### src/rtl/tdm_tx_pkg.sv
package tdm_tx_pkg;

    localparam int MAX_SLOTS = 16;
    localparam int SAMPLE_W  = 32;
    localparam int SLOT_IW   = $clog2(MAX_SLOTS);

    typedef enum logic [2:0] {
        ST_IDLE,
        ST_CALC,
        ST_RUN,
        ST_TAIL,
        ST_FAULT
    } tx_state_e;

    // width code 0..3 -> 8, 16, 24, 32 bits
    function automatic logic [5:0] slot_bits(input logic [1:0] code);
        return 6'({code, 3'b000}) + 6'd8;
    endfunction

    function automatic logic [SLOT_IW:0] count_ones(input logic [MAX_SLOTS-1:0] m);
        logic [SLOT_IW:0] n;
        n = '0;
        for (int i = 0; i < MAX_SLOTS; i++) begin
            n = n + (SLOT_IW+1)'(m[i]);
        end
        return n;
    endfunction

    // next set bit strictly after cur, circular; cur = all ones finds the first
    function automatic logic [SLOT_IW-1:0] next_set(input logic [MAX_SLOTS-1:0] m,
                                                    input logic [SLOT_IW-1:0] cur);
        logic [SLOT_IW-1:0] idx;
        logic [SLOT_IW-1:0] res;
        logic               hit;
        res = cur;
        hit = 1'b0;
        for (int i = 1; i <= MAX_SLOTS; i++) begin
            idx = cur + SLOT_IW'(i);
            if (!hit && m[idx]) begin
                res = idx;
                hit = 1'b1;
            end
        end
        return res;
    endfunction

endpackage

### src/rtl/tdm_tx_ctrl.sv
module tdm_tx_ctrl
    import tdm_tx_pkg::*;
#(
    parameter int MULT_W         = 12,
    parameter int FB_W           = 10,
    parameter int MAX_FRAME_BITS = 128
) (
    input  logic                 clk,
    input  logic                 rst_n,
    input  logic                 start,
    input  logic                 cfg_fmt,
    input  logic [1:0]           cfg_width,
    input  logic [MAX_SLOTS-1:0] cfg_mask,
    input  logic [MULT_W-1:0]    cfg_mult,
    input  logic                 frame_last,
    input  logic                 bit_last,
    input  logic                 slot_next,
    output tx_state_e            state,
    output logic                 fmt_q,
    output logic [5:0]           wbits,
    output logic [FB_W-1:0]      fbits,
    output logic [MAX_SLOTS-1:0] mask_q,
    output logic [MULT_W-1:0]    div_q,
    output logic                 load,
    output logic                 cfg_err
);

    localparam int CW = (MULT_W > FB_W) ? MULT_W + 1 : FB_W + 1;

    tx_state_e          state_nx;
    logic [SLOT_IW:0]   nslots;
    logic [MULT_W-1:0]  rem;
    logic [MULT_W-1:0]  quo;
    logic               limit_bad;
    logic               rem_ge;
    logic               div_ok;

    assign fbits     = FB_W'(nslots) * FB_W'(wbits);
    assign limit_bad = (nslots == '0) || (fbits > FB_W'(MAX_FRAME_BITS));
    assign rem_ge    = CW'(rem) >= CW'(fbits);
    assign div_ok    = (rem == '0) && (quo >= MULT_W'(2)) && !quo[0];
    assign div_q     = quo;

    // next-state logic
    always_comb begin
        state_nx = state;
        unique case (state)
            ST_IDLE:  if (start) state_nx = ST_CALC;
            ST_CALC: begin
                if (limit_bad)   state_nx = ST_FAULT;
                else if (rem_ge) state_nx = ST_CALC;
                else if (div_ok) state_nx = ST_RUN;
                else             state_nx = ST_FAULT;
            end
            ST_RUN:   if (frame_last && !start) state_nx = ST_TAIL;
            ST_TAIL:  if (bit_last) state_nx = ST_IDLE;
            ST_FAULT: if (!start) state_nx = ST_IDLE;
            default:  state_nx = ST_IDLE;
        endcase
    end

    // state register
    always_ff @(posedge clk) begin
        if (!rst_n) state <= ST_IDLE;
        else        state <= state_nx;
    end

    // configuration capture and divide-by-subtraction
    always_ff @(posedge clk) begin
        if (!rst_n) begin
            fmt_q  <= 1'b0;
            wbits  <= 6'd8;
            nslots <= '0;
            mask_q <= '0;
            rem    <= '0;
            quo    <= '0;
        end else if (state == ST_IDLE && start) begin
            fmt_q  <= cfg_fmt;
            wbits  <= slot_bits(cfg_width);
            nslots <= count_ones(cfg_mask);
            mask_q <= cfg_mask;
            rem    <= cfg_mult;
            quo    <= '0;
        end else if (state == ST_CALC && !limit_bad && rem_ge) begin
            rem <= rem - MULT_W'(fbits);
            quo <= quo + MULT_W'(1);
        end
    end

    // outputs
    always_comb begin
        load    = 1'b0;
        cfg_err = 1'b0;
        unique case (state)
            ST_CALC:  load = !limit_bad && !rem_ge && div_ok;
            ST_RUN:   load = slot_next && !(frame_last && !start);
            ST_FAULT: cfg_err = 1'b1;
            default:  load = 1'b0;
        endcase
    end

    AST_FAULT_HOLDS: assert property (@(posedge clk) disable iff (!rst_n)
        (state == ST_FAULT && start) |=> (state == ST_FAULT));

    AST_RUN_DIV_EVEN: assert property (@(posedge clk) disable iff (!rst_n)
        (state == ST_RUN) |-> (div_q >= MULT_W'(2) && !div_q[0]));

    AST_CFG_FROZEN: assert property (@(posedge clk) disable iff (!rst_n)
        (state == ST_RUN && $past(state) == ST_RUN) |-> ($stable(wbits) && $stable(mask_q) && $stable(fmt_q)));

endmodule

### src/rtl/tdm_tx_timing.sv
module tdm_tx_timing
    import tdm_tx_pkg::*;
#(
    parameter int MULT_W = 12,
    parameter int FB_W   = 10
) (
    input  logic              clk,
    input  logic              rst_n,
    input  tx_state_e         state,
    input  logic              fmt,
    input  logic [5:0]        wbits,
    input  logic [FB_W-1:0]   fbits,
    input  logic [MULT_W-1:0] div,
    output logic              bclk,
    output logic              ws,
    output logic              bit_last,
    output logic              frame_last,
    output logic              slot_next
);

    logic [MULT_W-1:0] phase;
    logic [FB_W-1:0]   bitn;
    logic [5:0]        sbit;
    logic              active;
    logic              running;

    assign running    = (state == ST_RUN);
    assign active     = running || (state == ST_TAIL);
    assign bit_last   = active && (phase == div - MULT_W'(1));
    assign frame_last = running && bit_last && (bitn == fbits - FB_W'(1));
    assign slot_next  = running && bit_last && (sbit == wbits - 6'd1);

    always_ff @(posedge clk) begin
        if (!rst_n || !active) begin
            phase <= '0;
            bitn  <= '0;
            sbit  <= '0;
        end else if (bit_last) begin
            phase <= '0;
            if (running) begin
                bitn <= frame_last ? '0 : bitn + FB_W'(1);
                sbit <= slot_next ? '0 : sbit + 6'd1;
            end
        end else begin
            phase <= phase + MULT_W'(1);
        end
    end

    always_comb begin
        bclk = active && (phase >= (div >> 1));
        if (!running)  ws = 1'b0;
        else if (fmt)  ws = bitn < FB_W'(wbits);
        else           ws = bitn >= (fbits >> 1);
    end

    AST_WS_ON_LOW: assert property (@(posedge clk) disable iff (!rst_n)
        !$stable(ws) |-> !bclk);

    AST_BCLK_HALF: assert property (@(posedge clk) disable iff (!rst_n)
        $rose(bclk) |-> (phase == (div >> 1)));

endmodule

### src/rtl/tdm_tx_shifter.sv
module tdm_tx_shifter
    import tdm_tx_pkg::*;
(
    input  logic                 clk,
    input  logic                 rst_n,
    input  logic                 active,
    input  logic                 shift,
    input  logic                 load,
    input  logic                 seed_ch,
    input  logic [5:0]           wbits,
    input  logic [MAX_SLOTS-1:0] mask_q,
    input  logic                 s_valid,
    input  logic [SAMPLE_W-1:0]  s_data,
    output logic                 sdo,
    output logic                 s_ready,
    output logic                 underrun,
    output logic [SLOT_IW-1:0]   s_slot
);

    logic [SAMPLE_W-1:0] shreg;
    logic                dly;
    logic [SLOT_IW-1:0]  ch;
    logic [5:0]          sh_amt;

    assign sh_amt = 6'(SAMPLE_W) - wbits;

    always_ff @(posedge clk) begin
        if (!rst_n) begin
            shreg <= '0;
            dly   <= 1'b0;
        end else begin
            if (!active)    dly <= 1'b0;
            else if (shift) dly <= shreg[SAMPLE_W-1];
            if (load)       shreg <= s_valid ? (s_data << sh_amt) : '0;
            else if (shift) shreg <= shreg << 1;
        end
    end

    always_ff @(posedge clk) begin
        if (!rst_n)               ch <= '0;
        else if (load)            ch <= next_set(mask_q, ch);
        else if (seed_ch)         ch <= next_set(mask_q, '1);
    end

    assign sdo      = active && dly;
    assign s_ready  = load;
    assign underrun = load && !s_valid;
    assign s_slot   = ch;

    AST_ZERO_ON_UNDERRUN: assert property (@(posedge clk) disable iff (!rst_n)
        underrun |=> (shreg == '0));

    AST_SLOT_ENABLED: assert property (@(posedge clk) disable iff (!rst_n)
        s_ready |-> mask_q[s_slot]);

endmodule

### src/rtl/tdm_tx.sv
module tdm_tx
    import tdm_tx_pkg::*;
#(
    parameter int MULT_W         = 12,
    parameter int MAX_FRAME_BITS = 128
) (
    input  logic                 clk,
    input  logic                 rst_n,
    input  logic                 start,
    input  logic                 cfg_fmt,
    input  logic [1:0]           cfg_width,
    input  logic [15:0]          cfg_mask,
    input  logic [MULT_W-1:0]    cfg_mult,
    input  logic                 s_valid,
    input  logic [31:0]          s_data,
    output logic                 s_ready,
    output logic [3:0]           s_slot,
    output logic                 bclk,
    output logic                 ws,
    output logic                 sdo,
    output logic                 underrun,
    output logic                 cfg_err
);

    localparam int FB_W = $clog2(MAX_SLOTS * SAMPLE_W + 1);

    tx_state_e              state;
    logic                   fmt_q;
    logic [5:0]             wbits;
    logic [FB_W-1:0]        fbits;
    logic [MAX_SLOTS-1:0]   mask_q;
    logic [MULT_W-1:0]      div_q;
    logic                   load;
    logic                   bit_last;
    logic                   frame_last;
    logic                   slot_next;
    logic                   active;

    assign active = (state == ST_RUN) || (state == ST_TAIL);

    tdm_tx_ctrl #(
        .MULT_W         (MULT_W),
        .FB_W           (FB_W),
        .MAX_FRAME_BITS (MAX_FRAME_BITS)
    ) u_ctrl (
        .clk        (clk),
        .rst_n      (rst_n),
        .start      (start),
        .cfg_fmt    (cfg_fmt),
        .cfg_width  (cfg_width),
        .cfg_mask   (cfg_mask),
        .cfg_mult   (cfg_mult),
        .frame_last (frame_last),
        .bit_last   (bit_last),
        .slot_next  (slot_next),
        .state      (state),
        .fmt_q      (fmt_q),
        .wbits      (wbits),
        .fbits      (fbits),
        .mask_q     (mask_q),
        .div_q      (div_q),
        .load       (load),
        .cfg_err    (cfg_err)
    );

    tdm_tx_timing #(
        .MULT_W (MULT_W),
        .FB_W   (FB_W)
    ) u_timing (
        .clk        (clk),
        .rst_n      (rst_n),
        .state      (state),
        .fmt        (fmt_q),
        .wbits      (wbits),
        .fbits      (fbits),
        .div        (div_q),
        .bclk       (bclk),
        .ws         (ws),
        .bit_last   (bit_last),
        .frame_last (frame_last),
        .slot_next  (slot_next)
    );

    tdm_tx_shifter u_shift (
        .clk      (clk),
        .rst_n    (rst_n),
        .active   (active),
        .shift    ((state == ST_RUN) && bit_last),
        .load     (load),
        .seed_ch  (state == ST_CALC),
        .wbits    (wbits),
        .mask_q   (mask_q),
        .s_valid  (s_valid),
        .s_data   (s_data),
        .sdo      (sdo),
        .s_ready  (s_ready),
        .underrun (underrun),
        .s_slot   (s_slot)
    );

    AST_IDLE_QUIET: assert property (@(posedge clk) disable iff (!rst_n)
        (state == ST_IDLE) |-> (!bclk && !ws && !sdo && !s_ready));

    AST_SDO_ON_LOW: assert property (@(posedge clk) disable iff (!rst_n)
        !$stable(sdo) |-> !bclk);

    AST_ERR_SILENT: assert property (@(posedge clk) disable iff (!rst_n)
        cfg_err |-> (!bclk && !ws && !s_ready));

endmodule

### config.mk
export PLATFORM = sky130hd
export DESIGN_NAME = tdm_tx
export DESIGN_NICKNAME = d
export VERILOG_FILES = /design/src/rtl/tdm_tx_pkg.sv /design/src/rtl/tdm_tx_ctrl.sv /design/src/rtl/tdm_tx_timing.sv /design/src/rtl/tdm_tx_shifter.sv /design/src/rtl/tdm_tx.sv
export SDC_FILE = /design/constraint.sdc
export NUM_CORES = 1
export LEC_CHECK = 0
export BUFFER_PORTS_ARGS = -buffer_cell sky130_fd_sc_hd__buf_2
export CAP_MARGIN = 20
export CORE_ASPECT_RATIO = 0.8
export CORE_MARGIN = 4
export CORE_UTILIZATION = 30
export CTS_CLUSTER_DIAMETER = 30
export CTS_CLUSTER_SIZE = 25
export DETAILED_ROUTE_END_ITERATION = 10
export PLACE_DENSITY = 0.59
export SLEW_MARGIN = 20
export SYNTH_ARGS = -nofsm -noshare
export SYNTH_HDL_FRONTEND = slang
export SYNTH_SLANG_ARGS = --single-unit
### constraint.sdc
create_clock -name clk -period 5.15 [get_ports clk]
set_input_delay 0 -clock clk [delete_from_list [all_inputs] [get_ports clk]]
set_output_delay 0 -clock clk [all_outputs]
set_load 0.02 [all_outputs]
==> metrics.md <==
| Metric | Value |
|---|---|
| Full die area | 36800 um^2 |
| Sum Neg Setup Slack | 0 ns |
| Fin crit period | 4.64 ns |
| Final Worst Setup Slack | 0.514 ns |
| Layout area overhead | 17.5% |
| Die extent in x | 214 um |
| Routed length per instance | 17.0 um |
| Placement Cell Area | 10900 um^2 |
| Final Slew Violations | 0 |
| Setup Skew | 0.0125 ns |
| Worst r2r src | u_ctrl.nslots[4] |
| Final hold vios | 0 |
| Flop-to-flop setup slack | 0.51 ns |
| Core Util, Final | 36.2% |
| Pwr Total | 6.36 mW |
| Tightest Pin Transition | 0.897 ns |
| Via density | 5.39 |
| Tcrit/Tclk final | 90.0% |
| Synth cell types | 87 |
| Initial antenna violation count | 0 |
| Die H | 172 um |
| DRT iter0 DRCs | 967 |
| Clock Power Share | 18.9% |
| Setup violations, final | 0 |
| Reg2Reg Depth | 17 |
| Count of flip-flops with a built-in enable after synthesis | 0 |
| Max incr delay on CP | 0.62 ns |
| Syn Inst Count | 1238 |
| Vias | 9527 |
| PD cells | 534 nW/um^2 |
| Hold wc startpoint | s_data[10] |
| CP bufs+invs | 2 |
| Synth cell count leaders | 149 x nand2_1, 117 x dfxtp_1, 115 x nor2_1, 90 x a21oi_1, 66 x mux2i_1 |
| Routability Congestion | 0.885 |
| DRT antenna net count | 0 |
| CTS Buf Count | 17 |
| Critical path, cell by cell | and2_1 -> fa_1 -> ha_1 -> ha_1 -> ha_1 -> xnor2_1 -> nand2_1 -> or4b_2 -> o32ai_1 -> o311ai_0 -> buf_4 -> nor2_1 -> o21ai_1 -> buf_4 -> nand2_1 -> nor2_1 -> o21a_1 |
| FF+latch count, synth | 117 |
| CTS sink cnt | 117 |
| Worst-path clk slew | 0.06 ns |
| Synth top area share | 23.1% |
| Placement-stage worst setup slack | 0.407 ns |
| Later-pin clock latency in the skew report | 0.43 ns |
| Run status | completed |
| HPWL after detailed placement | 22400 um |
| CP required | 5.47 ns |
| Psw | 3.01 mW |
| Congestion Overflow GR | 0 |
| Max-cap violations | 0 |
| Drt drc | 0 |
| Core area | 32900 um^2 |
| Post-Syn Nets | 1377 |
| Internal cell power | 3.35 mW |
| Worst-path maximum fanout | 11 |
| Most used cell, CP | ha_1 |
| CTS H-tree lvls | 4 |
| Flop pwr share | 19.1% |
| Slew headroom | 38.7% |
| Layout cells sized above 1 | 15.4% |
| Drt total wl | 30100 um |
| Worst Path Class, Setup | flip-flop to flip-flop |
| Crit path DAT | 4.96 ns |
| Hold path endpoint | u_shift.shreg[10] |
| Synthesized area | 10100 um^2 |
| Switching part of the total power | 47.3% |
| Fmax | 216 MHz |
| Most frequent cell after synthesis | nand2_1 |
| Drt pass-1 iters | 6 |
| Post-CTS setup buffers | 0 |
| WHS Path Cells | 4 |
| Worst r2r dst | u_shift.shreg[14] |
| Largest net degree at the start of global routing | 57 |
| CTS tree | done |
| Synth top area cells | dfxtp_1 23%, ha_1 7.4%, mux2i_1 6.5% |
| IO Port Bufs | 76 |
| Yosys top cell by area | dfxtp_1 |
| Vias in the first global route | 8945 |
| Tot GR Track Use | 16.4% |
| Hold/Removal Path Class | input pin to flip-flop |
| CP top delay family | adder cells |
| Top Ports | 77 |
| Mean area per synthesized cell | 8.19 um^2 |
| Layout net count | 1466 |
| Starting Density | 30.8% |
| Comb power frac | 62.0% |
| Peak supply drop | 241 uV |
| Global-route wire length before repair | 48500 um |
| Crit start category | flip-flop |
| Synth warn | 0 |
| # rows | 59 |
| # fillers | 3387 |
| Maximum clock insertion buffer count | 2 |
| Most used DFF post-synth | dfxtp_1 |
| Non-Filler Cell Area, Final | 11900 um^2 |
| Leakage | 4.80 nW |
| Clock root buffer | clkbuf_16 |
| Seq/Total Area, Yosys | 23.1% |
| Critical-path top delay cell | or4b_2 |
| CP Capture Type | flip-flop |
| Async SR Flop Fraction | 0% |
| Unrepaired setup endpoints after global routing | no |
worst reg2reg max path, cell delays in order, from the launching register on:
cell	delay (ns)
dfxtp_1	0.37
and2_1	0.18
fa_1	0.49
ha_1	0.31
ha_1	0.29
ha_1	0.34
xnor2_1	0.30
nand2_1	0.16
or4b_2	0.62
o32ai_1	0.18
o311ai_0	0.20
buf_4	0.21
nor2_1	0.12
o21ai_1	0.08
buf_4	0.20
nand2_1	0.23
nor2_1	0.08
o21a_1	0.18
cell type report:
cell class | count | area (um^2) | share of cell area, %
antenna | 1 | 2.50 | 0.0210
clock buffer | 18 | 439 | 3.68
clock inverter | 13 | 148 | 1.24
inverter | 60 | 225 | 1.89
multi-input combinational | 994 | 7280 | 61.1
sequential | 117 | 2340 | 19.7
tap | 427 | 534 | 4.48
timing repair buffer | 137 | 943 | 7.92
worst max-delay path by stage:
stage	slack [ns]	to	depth (start not counted)	start
floorplan	0.18	u_ctrl.div_q[11]	19	u_ctrl.wbits[3]
finish	0.51	u_shift.shreg[14]	17	u_ctrl.nslots[4]
global placement	0.51	u_shift.s_slot[1]	15	u_ctrl.nslots[4]
global route	0.15	u_shift.shreg[14]	17	u_ctrl.nslots[4]
CTS	0.38	u_shift.s_slot[1]	15	u_ctrl.nslots[4]
detailed placement	0.41	u_shift.s_slot[1]	15	u_ctrl.nslots[4]
logic make-up after synthesis:
kind of cell	after synthesis	synth area share, %
xor gates and xnor gates	80	7.45
muxes	123	15.9
AOI/OAI and AO/OA	262	16.5
DFF	117	23.1
adders and majority gates	73	9.87
buffers and inverters	127	5.32
and+or+nand+nor	456	21.9
timing repair:
item	4_1_cts	5_1_grt
hold buffers	42	0
endpoints found under the hold margin	42	0
gates resized for setup	0	1
endpoints found under the setup margin	0	3
per-layer routing:
metal	share of wire [%]	track usage [%]	wire, um	vias up
met3	6.8	3.08	2050	35
met5	0	0	0	-
li1	-	-	-	4630
met2	41	23.8	12300	347
met4	1.6	3.98	471	0
met1	51	25.1	15200	4515
registers in the layout, summed over array words and instances, names as in the netlist, 3 cells and up:
name            flops
u_ctrl.nslots       5
u_ctrl.div_q       12
u_shift.s_slot      4
u_ctrl.rem         12
u_timing.bitn      10
u_shift.shreg      32
u_timing.phase     12
u_timing.sbit       6
u_ctrl.state        3
u_ctrl.wbits        3
u_ctrl.mask_q      16
power by group through the flow:
stage,clock network [mW],registers [mW],logic (mW)
3_5_place_dp,0,1.22,3.84
3_3_place_gp,0,1.22,3.82
6_report,1.20,1.21,3.94
2_1_floorplan,0,1.14,3.07
4_1_cts,1.23,1.21,3.90
5_1_grt,1.26,1.23,4.36
cells in the final DEF (no fill, tap or decap), types with 25 or more instances in the layout:
master,count
mux2i_1,66
nor2_1,115
o21ai_0,42
dlygate4sd3_1,42
a21oi_1,90
nand2_1,149
nand3_1,33
mux4_2,25
mux2_2,28
inv_1,56
dfxtp_1,117
nor3_1,27
ha_1,60
xnor2_1,53
buf_2,76
through the flow:
step                      instances  hold WS (ns)
after floorplan                1238        0.0798
after global placement         1693         0.260
after detailed placement       1693         0.256
after CTS                      1766        0.0121
after global routing           1766        0.0300
final                          1767        0.0201
Note: power is estimated with default switching activity, not from simulation.
